[config.mk]
export PLATFORM = sky130hd
export DESIGN_NAME = fir_mac
export DESIGN_NICKNAME = d
export VERILOG_FILES = /design/src/rtl/fir_mac_pkg.sv /design/src/rtl/fir_coef_quant.sv /design/src/rtl/fir_mul_stage.sv /design/src/rtl/fir_acc_stage.sv /design/src/rtl/fir_mac.sv
export SDC_FILE = /design/constraint.sdc
export NUM_CORES = 1
export LEC_CHECK = 0
export BUFFER_PORTS_ARGS = -buffer_cell sky130_fd_sc_hd__buf_2
export CAP_MARGIN = 30
export CORE_MARGIN = 5
export CORE_UTILIZATION = 30
export DETAILED_ROUTE_END_ITERATION = 10
export PLACE_DENSITY_LB_ADDON = 0.15
export SYNTH_ARGS = -nofsm -noshare
export SYNTH_HDL_FRONTEND = slang
export SYNTH_SLANG_ARGS = --single-unit
export TNS_END_PERCENT = 100
[constraint.sdc]
create_clock -name clk -period 4.6 [get_ports clk]
set_input_delay 0.23 -clock clk [delete_from_list [all_inputs] [get_ports clk]]
set_output_delay 0.23 -clock clk [all_outputs]
set_load 0.01 [all_outputs]
[src/rtl/fir_mac_pkg.sv]
package fir_mac_pkg;

    typedef enum logic [1:0] {
        OP_HOLD = 2'd0,
        OP_LOAD = 2'd1,
        OP_ADD  = 2'd2
    } mac_op_e;

endpackage

[src/rtl/fir_coef_quant.sv]
module fir_coef_quant #(
    parameter int COEF_W  = 16,
    parameter int QCOEF_W = 12
) (
    input  logic [COEF_W-1:0]  coef_i,
    output logic [QCOEF_W-1:0] qcoef_o
);
    localparam int DROP = COEF_W - QCOEF_W;

    logic neg;
    logic lost;
    logic [QCOEF_W-1:0] nudge;

    always_comb begin
        neg   = coef_i[COEF_W-1];
        lost  = |coef_i[DROP-1:0];
        nudge = '0;
        nudge[0] = neg & lost;
        qcoef_o = coef_i[COEF_W-1:DROP] + nudge;
    end
endmodule

[src/rtl/fir_mul_stage.sv]
module fir_mul_stage
    import fir_mac_pkg::*;
#(
    parameter int DATA_W  = 16,
    parameter int QCOEF_W = 12,
    parameter int PROD_W  = DATA_W + QCOEF_W
) (
    input  logic                      clk,
    input  logic                      rst_n,
    input  logic                      in_valid,
    input  logic                      clear_load,
    input  logic                      acc_en,
    input  logic signed [DATA_W-1:0]  data_i,
    input  logic signed [QCOEF_W-1:0] qcoef_i,
    output logic signed [PROD_W-1:0]  prod_o,
    output mac_op_e                   op_o,
    output logic                      valid_o
);
    logic signed [PROD_W-1:0] prod_d;
    mac_op_e op_d;

    assign prod_d = data_i * qcoef_i;

    always_comb begin
        op_d = OP_HOLD;
        if (in_valid) begin
            if (clear_load)  op_d = OP_LOAD;
            else if (acc_en) op_d = OP_ADD;
        end
    end

    always_ff @(posedge clk or negedge rst_n) begin
        if (!rst_n) begin
            prod_o  <= '0;
            op_o    <= OP_HOLD;
            valid_o <= 1'b0;
        end else begin
            prod_o  <= prod_d;
            op_o    <= op_d;
            valid_o <= in_valid;
        end
    end

    assert_stage_valid_R8: assert property (@(posedge clk) disable iff (!rst_n)
        in_valid |=> valid_o);
    assert_load_priority_R5: assert property (@(posedge clk) disable iff (!rst_n)
        (in_valid && clear_load) |=> (op_o == OP_LOAD));
endmodule

[src/rtl/fir_acc_stage.sv]
module fir_acc_stage
    import fir_mac_pkg::*;
#(
    parameter int PROD_W = 28,
    parameter int PTRUNC = 4,
    parameter int ACC_W  = 32
) (
    input  logic                     clk,
    input  logic                     rst_n,
    input  logic signed [PROD_W-1:0] prod_i,
    input  mac_op_e                  op_i,
    input  logic                     valid_i,
    output logic [ACC_W-1:0]         acc_o,
    output logic                     valid_o
);
    localparam int KEEP_W = PROD_W - PTRUNC;
    localparam int EXT_W  = ACC_W - KEEP_W;

    logic [ACC_W-1:0] aligned;
    logic [ACC_W-1:0] acc_d;

    assign aligned = {{EXT_W{prod_i[PROD_W-1]}}, prod_i[PROD_W-1:PTRUNC]};

    always_comb begin
        unique case (op_i)
            OP_LOAD: acc_d = aligned;
            OP_ADD:  acc_d = acc_o + aligned;
            default: acc_d = acc_o;
        endcase
    end

    always_ff @(posedge clk or negedge rst_n) begin
        if (!rst_n) begin
            acc_o   <= '0;
            valid_o <= 1'b0;
        end else begin
            acc_o   <= acc_d;
            valid_o <= valid_i;
        end
    end

    assert_load_replaces_R5: assert property (@(posedge clk) disable iff (!rst_n)
        (op_i == OP_LOAD) |=> (acc_o == $past(aligned)));
    assert_add_wraps_R6: assert property (@(posedge clk) disable iff (!rst_n)
        (op_i == OP_ADD) |=> (acc_o == $past(acc_o) + $past(aligned)));
    assert_hold_stable_R7: assert property (@(posedge clk) disable iff (!rst_n)
        (op_i == OP_HOLD) |=> $stable(acc_o));
endmodule

[src/rtl/fir_mac.sv]
module fir_mac
    import fir_mac_pkg::*;
#(
    parameter int DATA_W  = 16,
    parameter int COEF_W  = 16,
    parameter int QCOEF_W = 12,
    parameter int PTRUNC  = 4,
    parameter int ACC_W   = 32,
    parameter int TAP_LSB = 8,
    parameter int TAP_W   = 16
) (
    input  logic              clk,
    input  logic              rst_n,
    input  logic              in_valid,
    input  logic              clear_load,
    input  logic              acc_en,
    input  logic [DATA_W-1:0] data_in,
    input  logic [COEF_W-1:0] coef_in,
    output logic [ACC_W-1:0]  acc_out,
    output logic [TAP_W-1:0]  cascade_out,
    output logic              out_valid
);
    localparam int PROD_W = DATA_W + QCOEF_W;
    localparam int DROP   = COEF_W - QCOEF_W;

    logic [QCOEF_W-1:0]       qcoef;
    logic signed [PROD_W-1:0] prod;
    mac_op_e                  op;
    logic                     s1_valid;

    fir_coef_quant #(.COEF_W(COEF_W), .QCOEF_W(QCOEF_W)) u_quant (
        .coef_i (coef_in),
        .qcoef_o(qcoef)
    );

    fir_mul_stage #(.DATA_W(DATA_W), .QCOEF_W(QCOEF_W), .PROD_W(PROD_W)) u_mul (
        .clk       (clk),
        .rst_n     (rst_n),
        .in_valid  (in_valid),
        .clear_load(clear_load),
        .acc_en    (acc_en),
        .data_i    ($signed(data_in)),
        .qcoef_i   ($signed(qcoef)),
        .prod_o    (prod),
        .op_o      (op),
        .valid_o   (s1_valid)
    );

    fir_acc_stage #(.PROD_W(PROD_W), .PTRUNC(PTRUNC), .ACC_W(ACC_W)) u_acc (
        .clk    (clk),
        .rst_n  (rst_n),
        .prod_i (prod),
        .op_i   (op),
        .valid_i(s1_valid),
        .acc_o  (acc_out),
        .valid_o(out_valid)
    );

    assign cascade_out = acc_out[TAP_LSB+TAP_W-1:TAP_LSB];

    // Rounding toward zero: the error lies below one coefficient step and has the sign of the input
    int c_int;
    int q_int;
    assign c_int = int'($signed(coef_in));
    assign q_int = int'($signed(qcoef)) * (1 << DROP);

    assert_round_to_zero_R2: assert property (@(posedge clk) disable iff (!rst_n)
        in_valid |-> ((c_int >= 0) ? (q_int <= c_int && c_int - q_int < (1 << DROP))
                                   : (q_int >= c_int && q_int - c_int < (1 << DROP))));
    assert_valid_follows_R8: assert property (@(posedge clk) disable iff (!rst_n)
        !in_valid |=> ##1 !out_valid);
endmodule

# Word level (Yosys, flattened, before mapping)
# Index checks and enable logic that the tools add are counted.
[totals]
output_inout_bits = 49
register_bits = 64
in_bits = 37
[op_classes]
n_reduce_logical = 2
bitwise = 1
n_mux = 4
n_mul = 1
n_addsub = 2
n_eq_ne = 2
[op_table]
columns = ["operator", "count"]
rows = [
  ["32-bit case mux with 2 select lines", 1],
  ["32-bit adder", 1],
  ["16-bit by 12-bit multiplier with 28-bit output", 1],
  ["12-bit by 1-bit adder with 12-bit output", 1],
  ["2-bit two-way mux", 3],
  ["4-bit OR reduction", 1],
  ["2-bit by 1-bit equality test with 1-bit output (second input constant)", 1],
  ["2-bit equality test (second input constant)", 1],
  ["2-bit nonzero test", 1],
  ["1-bit bitwise AND", 1],
]

# Longest topological paths before layout
# Gate-level depths: netlist of the first run.
[logic_depth]
ltp_word = 4
mapped_depth = 28

# Cells and area by module
# From an unflattened synthesis of the first run, not the netlist that was laid out.
[hier_totals]
cells_unflattened = 1279
area_unflattened_um2 = 11322.1
[by_module_without_submodules]
columns = ["module", "area_each_um2", "seq_area_each_um2", "cells_per_inst", "n_inst"]
rows = [
  ["fir_mul_stage", 7890.1, 775.7, 862, 1],
  ["fir_acc_stage", 3072.9, 825.8, 370, 1],
  ["fir_coef_quant", 239.0, 0.0, 31, 1],
  ["fir_mac", 120.1, 0.0, 16, 1],
]

# Worst setup path after synthesis of the first run
# No wires, ideal clock.
[synth_path]
kind = "input port to flip-flop"
from = "input port coef_in[3]"
to = "register u_mul.prod_o[27]"
t_arrival_ns = 6.639
slack_ns = -2.151
path_stages = 25
cell_sequence = "o41a_1 > ha_1 > nand2_1 > nor2_1 > and2_1 > and4_1 > xnor2_1 > clkbuf_1 > nor2b_1 > fa_1 > fa_1 > fa_1 > fa_1 > inv_1 > fa_1 > inv_1 > ha_1 > and3_1 > and2_1 > or3_1 > o21ai_1 > o31ai_1 > o41ai_2 > mux2i_1 > a2111oi_2"
[synth_via]
elab_chain_len = 4
[synth_rtl]
columns = ["element", "line_no", "text"]
rows = [
  ["start, declared", "fir_mac.sv:18", "input logic [COEF_W-1:0] coef_in,"],
  ["4-bit OR reduction", "fir_coef_quant.sv:16", "lost = |coef_i[DROP-1:0];"],
  ["1-bit bitwise AND", "fir_coef_quant.sv:18", "nudge[0] = neg & lost;"],
  ["12-bit by 1-bit adder with 12-bit output", "fir_coef_quant.sv:19", "qcoef_o = coef_i[COEF_W-1:DROP] + nudge;"],
  ["16-bit by 12-bit multiplier with 28-bit output", "fir_mul_stage.sv:22", "assign prod_d = data_i * qcoef_i;"],
  ["via u_mul.prod_d[27]", "fir_mul_stage.sv:19", "logic signed [PROD_W-1:0] prod_d;"],
  ["end signal, assigned", "fir_mul_stage.sv:38", "prod_o <= prod_d;"],
  ["end, declared", "fir_mul_stage.sv:15", "output logic signed [PROD_W-1:0] prod_o,"],
]
# The timed path passes the listed nets, and every way through them passes these cells.
# A chain may end at the register's enable or synchronous reset.

# Worst setup path after layout of the first run
[layout_path]
from = "input port coef_in[0]"
to = "register u_mul.prod_o[27]"
# Same word-level chain as after synthesis.

==> results.md, run 1 <==
* Routability cong. at 0.844
* Most Frequent Cell on Critical Path: fa_1
* Status: finished with violations
* Tcrit/Tclk final at 130%
* Hold Crit Class: in -> reg
* Top_reg_cell synth: dfrtp_1
* Fraction of registers with async set/reset at 100%
* Worst-margin pin slew at 0.776 ns
* Placed Instance Area at 13400 sq um
* Register area at 1500 sq um
* Layout cells sized above 1 at 29.8%
* H-tree depth at 3
* IO Pins at 86
* Crit-path max cell delay at 0.57 ns
* Initial antenna violation count at 1
* Top post-synthesis cells by area: fa_1 32%, dfrtp_1 13%, ha_1 10%
* Fmax at 168 MHz
* Total CTS buffers at 9
* Largest net degree at the start of global routing at 61
* Tmin final at 5.97 ns
* Global-route usage over all layers at 13.8%
* Final hold vios at 0
* Syn Area/Cell at 8.76 sq um
* Mapped cell area at 11200 sq um
* Initial core utilization at 30.4%
* # fillers at 3732
* Worst-path clk slew at 0.05 ns
* Grt ovf at 0
* Core area at 36700 sq um
* CP Buf/Inv Count at 6
* Req. time, crit path at 4.82 ns
* Slew Limit Headroom at 48.2%
* Cell count after synthesis at 1275
* CP max FO at 7
* Synth Warn # at 0
* Area Overhead vs Synth at 30.2%
* Final WL at 27.9 mm
* Sink Count at 60
* Hold WS at 0.0222 ns
* Synth area leader: fa_1
* Sequential share of the synthesized area at 13.4%
* DR vias at 8847
* DIE WIDTH at 203 um
* Hold Startpoint: in_valid
* CP Launch Type: input pin
* RSZ-0062 raised after global routing: yes
* Layout Skew at 0.00965 ns
* EDFF count, synth at 0
* Post-synth top area share at 32.1%
* Layout Nets at 1796
* FF-to-FF End: u_acc.acc_o[28]
* Crit end category: flop
* CP top delay family: adder cells
* Die Area at 41200 sq um
* Total of max-cap violations at 0
* DP HPWL at 23.8 mm
* Ant diodes at 0
* CTS tree: built
* Global-route wire length before repair at 47.3 mm
* Post-DR wirelength/cell at 14.2 um
* Routed vias/inst at 4.51
* Max Root-Sink Buffers at 2
* Iter 0 DRT Violations at 287
* End of the worst hold path: u_mul.valid_o
* Cells on worst reg2reg path at 11
* Worst r2r src: u_acc.acc_o[0]
* Post-Syn Nets at 1581
* Cell variety after synth at 67
* Hold depth at 1
* Worst skew pair latency at 0.34 ns
* CTS root buf: clkbuf_16
* R2R Setup Slk at 1.38 ns
* # DRC at 0
* Final non-filler cell area at 14500 sq um
* I/O Buffers at 85
* Fin. max-slew vios at 0
* Chip height at 203 um
* Row cnt at 70
* Worst Slack Setup Final at -1.37 ns
* Antenna-violating nets left at 0
* #FFs+latches synth at 60
* Drt pass-1 iters at 4
* Final setup vio count at 19
* Vias in the first global route at 9382
* Failing checks: setup timing
* CP arrival at 6.18 ns
* Multi-input logic area at 9240 sq um
* Setup TNS at -17.86 ns
* Critical path class: in -> reg
* Crit-path slowest cell: fa_1
[per-layer routing]
metal / vias up / track usage [%] / wire (um)
li1: 4443 / - / -
met1: 4256 / 19.9 / 14100
met2: 129 / 22.7 / 12700
met3: 17 / 1.31 / 826
met4: 2 / 2.52 / 258
met5: - / 0 / 13
[worst max path at each step]
stage | start | slack (ns) | cells after the start | endpoint
6_report | coef_in[0] | -1.37 | 26 | u_mul.prod_o[27]
5_1_grt | coef_in[0] | -1.56 | 26 | u_mul.prod_o[26]
4_1_cts | coef_in[0] | -1.42 | 26 | u_mul.prod_o[27]
3_5_place_dp | coef_in[0] | -1.94 | 25 | u_mul.prod_o[27]
3_3_place_gp | coef_in[0] | -1.87 | 25 | u_mul.prod_o[27]
2_1_floorplan | coef_in[0] | -1.68 | 25 | u_mul.prod_o[27]
[what timing repair did]
| item | 4_1_cts | 5_1_grt |
|---|---|---|
| setup buffers | 17 | 13 |
| cloned | 1 | 1 |
| gates resized for setup | 86 | 78 |
| setup endpoints to repair | 21 | 21 |
| hold buffers | 0 | 0 |
| pin swaps | 46 | 36 |
[area by class of cell]
cell class	instances	area share, %
Clock buffer	11	1.67
Clock inverter	5	0.516
Multi-Input combinational cell	900	63.5
Sequential cell	60	10.3
Timing Repair Buffer	263	13.3
Inverter	256	6.61
Tap cell	468	4.03
[sequential cells by signal, indices dropped and copies added (netlist names)]
register       flops
u_mul.prod_o      24
u_mul.valid_o      1
u_mul.op_o         2
u_acc.acc_o       32
u_acc.valid_o      1
[kinds of logic after synthesis]
kind of cell	count (synthesis)	synth area share, %
flip-flops	60	13.4
XOR/XNOR	55	4.31
adder cells (fa/ha/maj)	269	42.2
buffers and inverters	316	11.3
multiplexers	13	1.16
AO/OA/AOI/OAI	191	11.7
AND/OR/NAND/NOR	371	15.9
[per-stage QoR]
| stage | util, % | instances | setup WS, ns |
|---|---|---|---|
| after floorplan | - | 1275 | -1.68 |
| after global placement | 36.4 | 1921 | -1.87 |
| after detailed placement | 36.4 | 1921 | -1.94 |
| after CTS | 38.5 | 1954 | -1.42 |
| after global routing | 39.6 | 1963 | -1.56 |
| final | 39.6 | 1963 | -1.37 |
[Yosys cell counts (12+ instances only)]
library cell	instances
inv_1	255
nand2_1	182
fa_1	179
ha_1	90
dfrtp_1	60
a21oi_1	54
xnor2_1	43
clkbuf_1	39
and2_1	38
o21ai_0	37
nor2_1	36
a21o_1	22
nand3_1	21
nor2b_1	21
buf_4	16
nor3_1	16
mux2i_1	13
xor2_1	12
[cells in the final DEF (no fill, tap or decap), types with 13 or more instances in the layout]
master / Yosys / layout
nand3_1: 21 / 16
fa_2: 0 / 19
nand2_2: 0 / 16
mux2i_1: 13 / 13
nor2_1: 36 / 30
nor2b_1: 21 / 15
ha_1: 90 / 69
xnor2_1: 43 / 34
buf_2: 1 / 81
buf_6: 2 / 35
nor3_1: 16 / 15
fa_1: 179 / 160
o21ai_0: 37 / 35
dfrtp_1: 60 / 60
a21o_1: 22 / 22
inv_1: 255 / 228
nand2_1: 182 / 159
and2_1: 38 / 34
ha_4: 0 / 17
inv_2: 0 / 27
a21oi_1: 54 / 45
buf_4: 16 / 144
Power of run 1 is left out: the tool's default activity adds up to more than one toggle a clock period on the data nets, which glitch-free logic cannot reach.
==> run 2, diff against run 1 <==
- SKIP_CTS_REPAIR_TIMING: not set -> 1
==> results.md, run 2 (synthesis results as in run 1) <==
* Final setup vio count at 20 (+1)
* Max reg flops at 32 (unchanged)
* Largest net degree at the start of global routing at 61 (unchanged)
* Worst-path clk slew at 0.05 ns (about the same)
* Fin. max-slew vios at 0 (unchanged)
* Hold depth at 1 (unchanged)
* Ant diodes at 0 (unchanged)
* Hold Crit Class: in -> reg
* Multi-input logic area at 9120 sq um (-1.3%)
* Layout Skew at 0.00946 ns (-0.000198 ns)
* CTS root buf: clkbuf_16
* Total CTS buffers at 9 (unchanged)
* Worst Slack Setup Final at -1.45 ns (-0.0810 ns)
* IO Pins at 86 (unchanged)
* Final hold vios at 0 (unchanged)
* RSZ-0062 raised after global routing: yes
* Status: finished with violations
* Most Frequent Cell on Critical Path: fa_1
* # fillers at 3753 (+0.56%)
* Total of max-cap violations at 0 (unchanged)
* H-tree depth at 3 (unchanged)
* DP HPWL at 23.8 mm (unchanged)
* Antenna-violating nets left at 0 (unchanged)
* Crit-path max cell delay at 0.57 ns (about the same)
* Grt ovf at 0 (unchanged)
* Largest Register: u_acc.acc_o
* Crit-path slowest cell: fa_1
* Initial antenna violation count at 1 (unchanged)
* Chip height at 203 um (unchanged)
* Final WL at 27.8 mm (-0.53%)
* DIE WIDTH at 203 um (unchanged)
* Max Root-Sink Buffers at 2 (unchanged)
* Routed vias/inst at 4.50 (-0.15%)
* Initial core utilization at 30.4% (unchanged)
* Req. time, crit path at 4.82 ns (about the same)
* Most frequent cells in the layout: 238 x inv_1, 170 x nand2_1, 166 x fa_1
* Routability cong. at 0.844 (unchanged)
* Sink Count at 60 (unchanged)
* Drt pass-1 iters at 4 (unchanged)
* Layout cells sized above 1 at 27.5% (-2.4 points)
* Layout Nets at 1787 (-0.50%)
* I/O Buffers at 85 (unchanged)
* Register area at 1500 sq um (unchanged)
* Slew Limit Headroom at 48.2% (about the same)
* Worst skew pair latency at 0.34 ns (about the same)
* Global-route usage over all layers at 13.6% (-0.22 points)
* Hold WS at 0.0218 ns (-0.000461 ns)
* Vias in the first global route at 9191 (-2.0%)
* CP max FO at 8 (+1)
* Biggest regs: u_acc.acc_o: 32 flops, u_mul.prod_o: 24 flops, u_mul.op_o: 2 flops
* Fmax at 165 MHz (-1.3%)
* Core area at 36700 sq um (unchanged)
* CTS tree: built
* Cells on worst reg2reg path at 11 (unchanged)
* Tmin final at 6.05 ns (+0.0811 ns)
* Iter 0 DRT Violations at 238 (-17%)
* # DRC at 0 (unchanged)
* Global-route wire length before repair at 46.5 mm (-1.7%)
* CP arrival at 6.27 ns (+0.09 ns)
* Die Area at 41200 sq um (unchanged)
* Critical path class: in -> reg
* Post-DR wirelength/cell at 14.2 um (about the same)
* CP Launch Type: input pin
* Tcrit/Tclk final at 131% (+1.8 points)
* Failing checks: setup timing
* Commonest non-fill, non-tap cell in the layout: inv_1
* DR vias at 8793 (-0.61%)
* Area Overhead vs Synth at 28.2%
* Row cnt at 70 (unchanged)
* Crit end category: flop
* Worst-margin pin slew at 0.777 ns (+0.0000944 ns)
[run 2: worst max-delay path, delay by kind of cell]
| kind | cells | cell delay (ns) |
|---|---|---|
| buf+inv | 4 | 0.34 |
| compound gates | 5 | 1.24 |
| fa+ha+maj | 7 | 3.03 |
| simple gates | 8 | 1.13 |
| mux | 1 | 0.14 |
| xor+xnor | 1 | 0.15 |
[run 2: final cells by class]
class                           instances  share of cell area (%)
Timing Repair Buffer                  255                    12.9
Clock buffer                           11                    1.69
Clock inverter                          5                   0.524
Sequential cell                        60                    10.5
Tap cell                              468                    4.09
Inverter                              256                    6.71
Multi-Input combinational cell        899                    63.6
[run 2: layer usage]
metal	vias to the layer above	routed length (um)	part of all wire, %	track usage (%)
li1	4420	-	-	-
met3	19	768	2.8	1.29
met2	129	12600	45	22.2
met5	-	13	0.047	0
met4	2	260	0.94	2.45
met1	4223	14200	51	19.8
[run 2: worst paths after layout]
| check | start | endpoint | slack, ns |
|---|---|---|---|
| worst max-delay path | coef_in[2] | u_mul.prod_o[27] | -1.45 |
| worst min-delay path | in_valid | u_mul.valid_o | 0.02 |
| worst max register to register | u_acc.acc_o[0] | u_acc.acc_o[28] | 1.38 |
| worst min register to register | u_mul.valid_o | u_acc.valid_o | 0.34 |
| max in group asynchronous | rst_n | u_acc.valid_o | 4.03 |
| min in group asynchronous | rst_n | u_acc.acc_o[3] | 0.07 |
[run 2: through the flow]
stage          setup WS [ns]  cell area (sq um)  setup TNS [ns]  util [%]  std cells
6_report               -1.45              14300          -18.14      39.0       1954
5_1_grt                -1.66              14300          -21.91      39.0       1954
4_1_cts                -1.60              13700          -20.65      37.3       1937
3_5_place_dp           -1.94              13400          -27.84      36.4       1921
3_3_place_gp           -1.87              13400          -27.33      36.4       1921
2_1_floorplan          -1.68              11500          -17.97         -       1275
Power of run 2 is left out for the same reason.
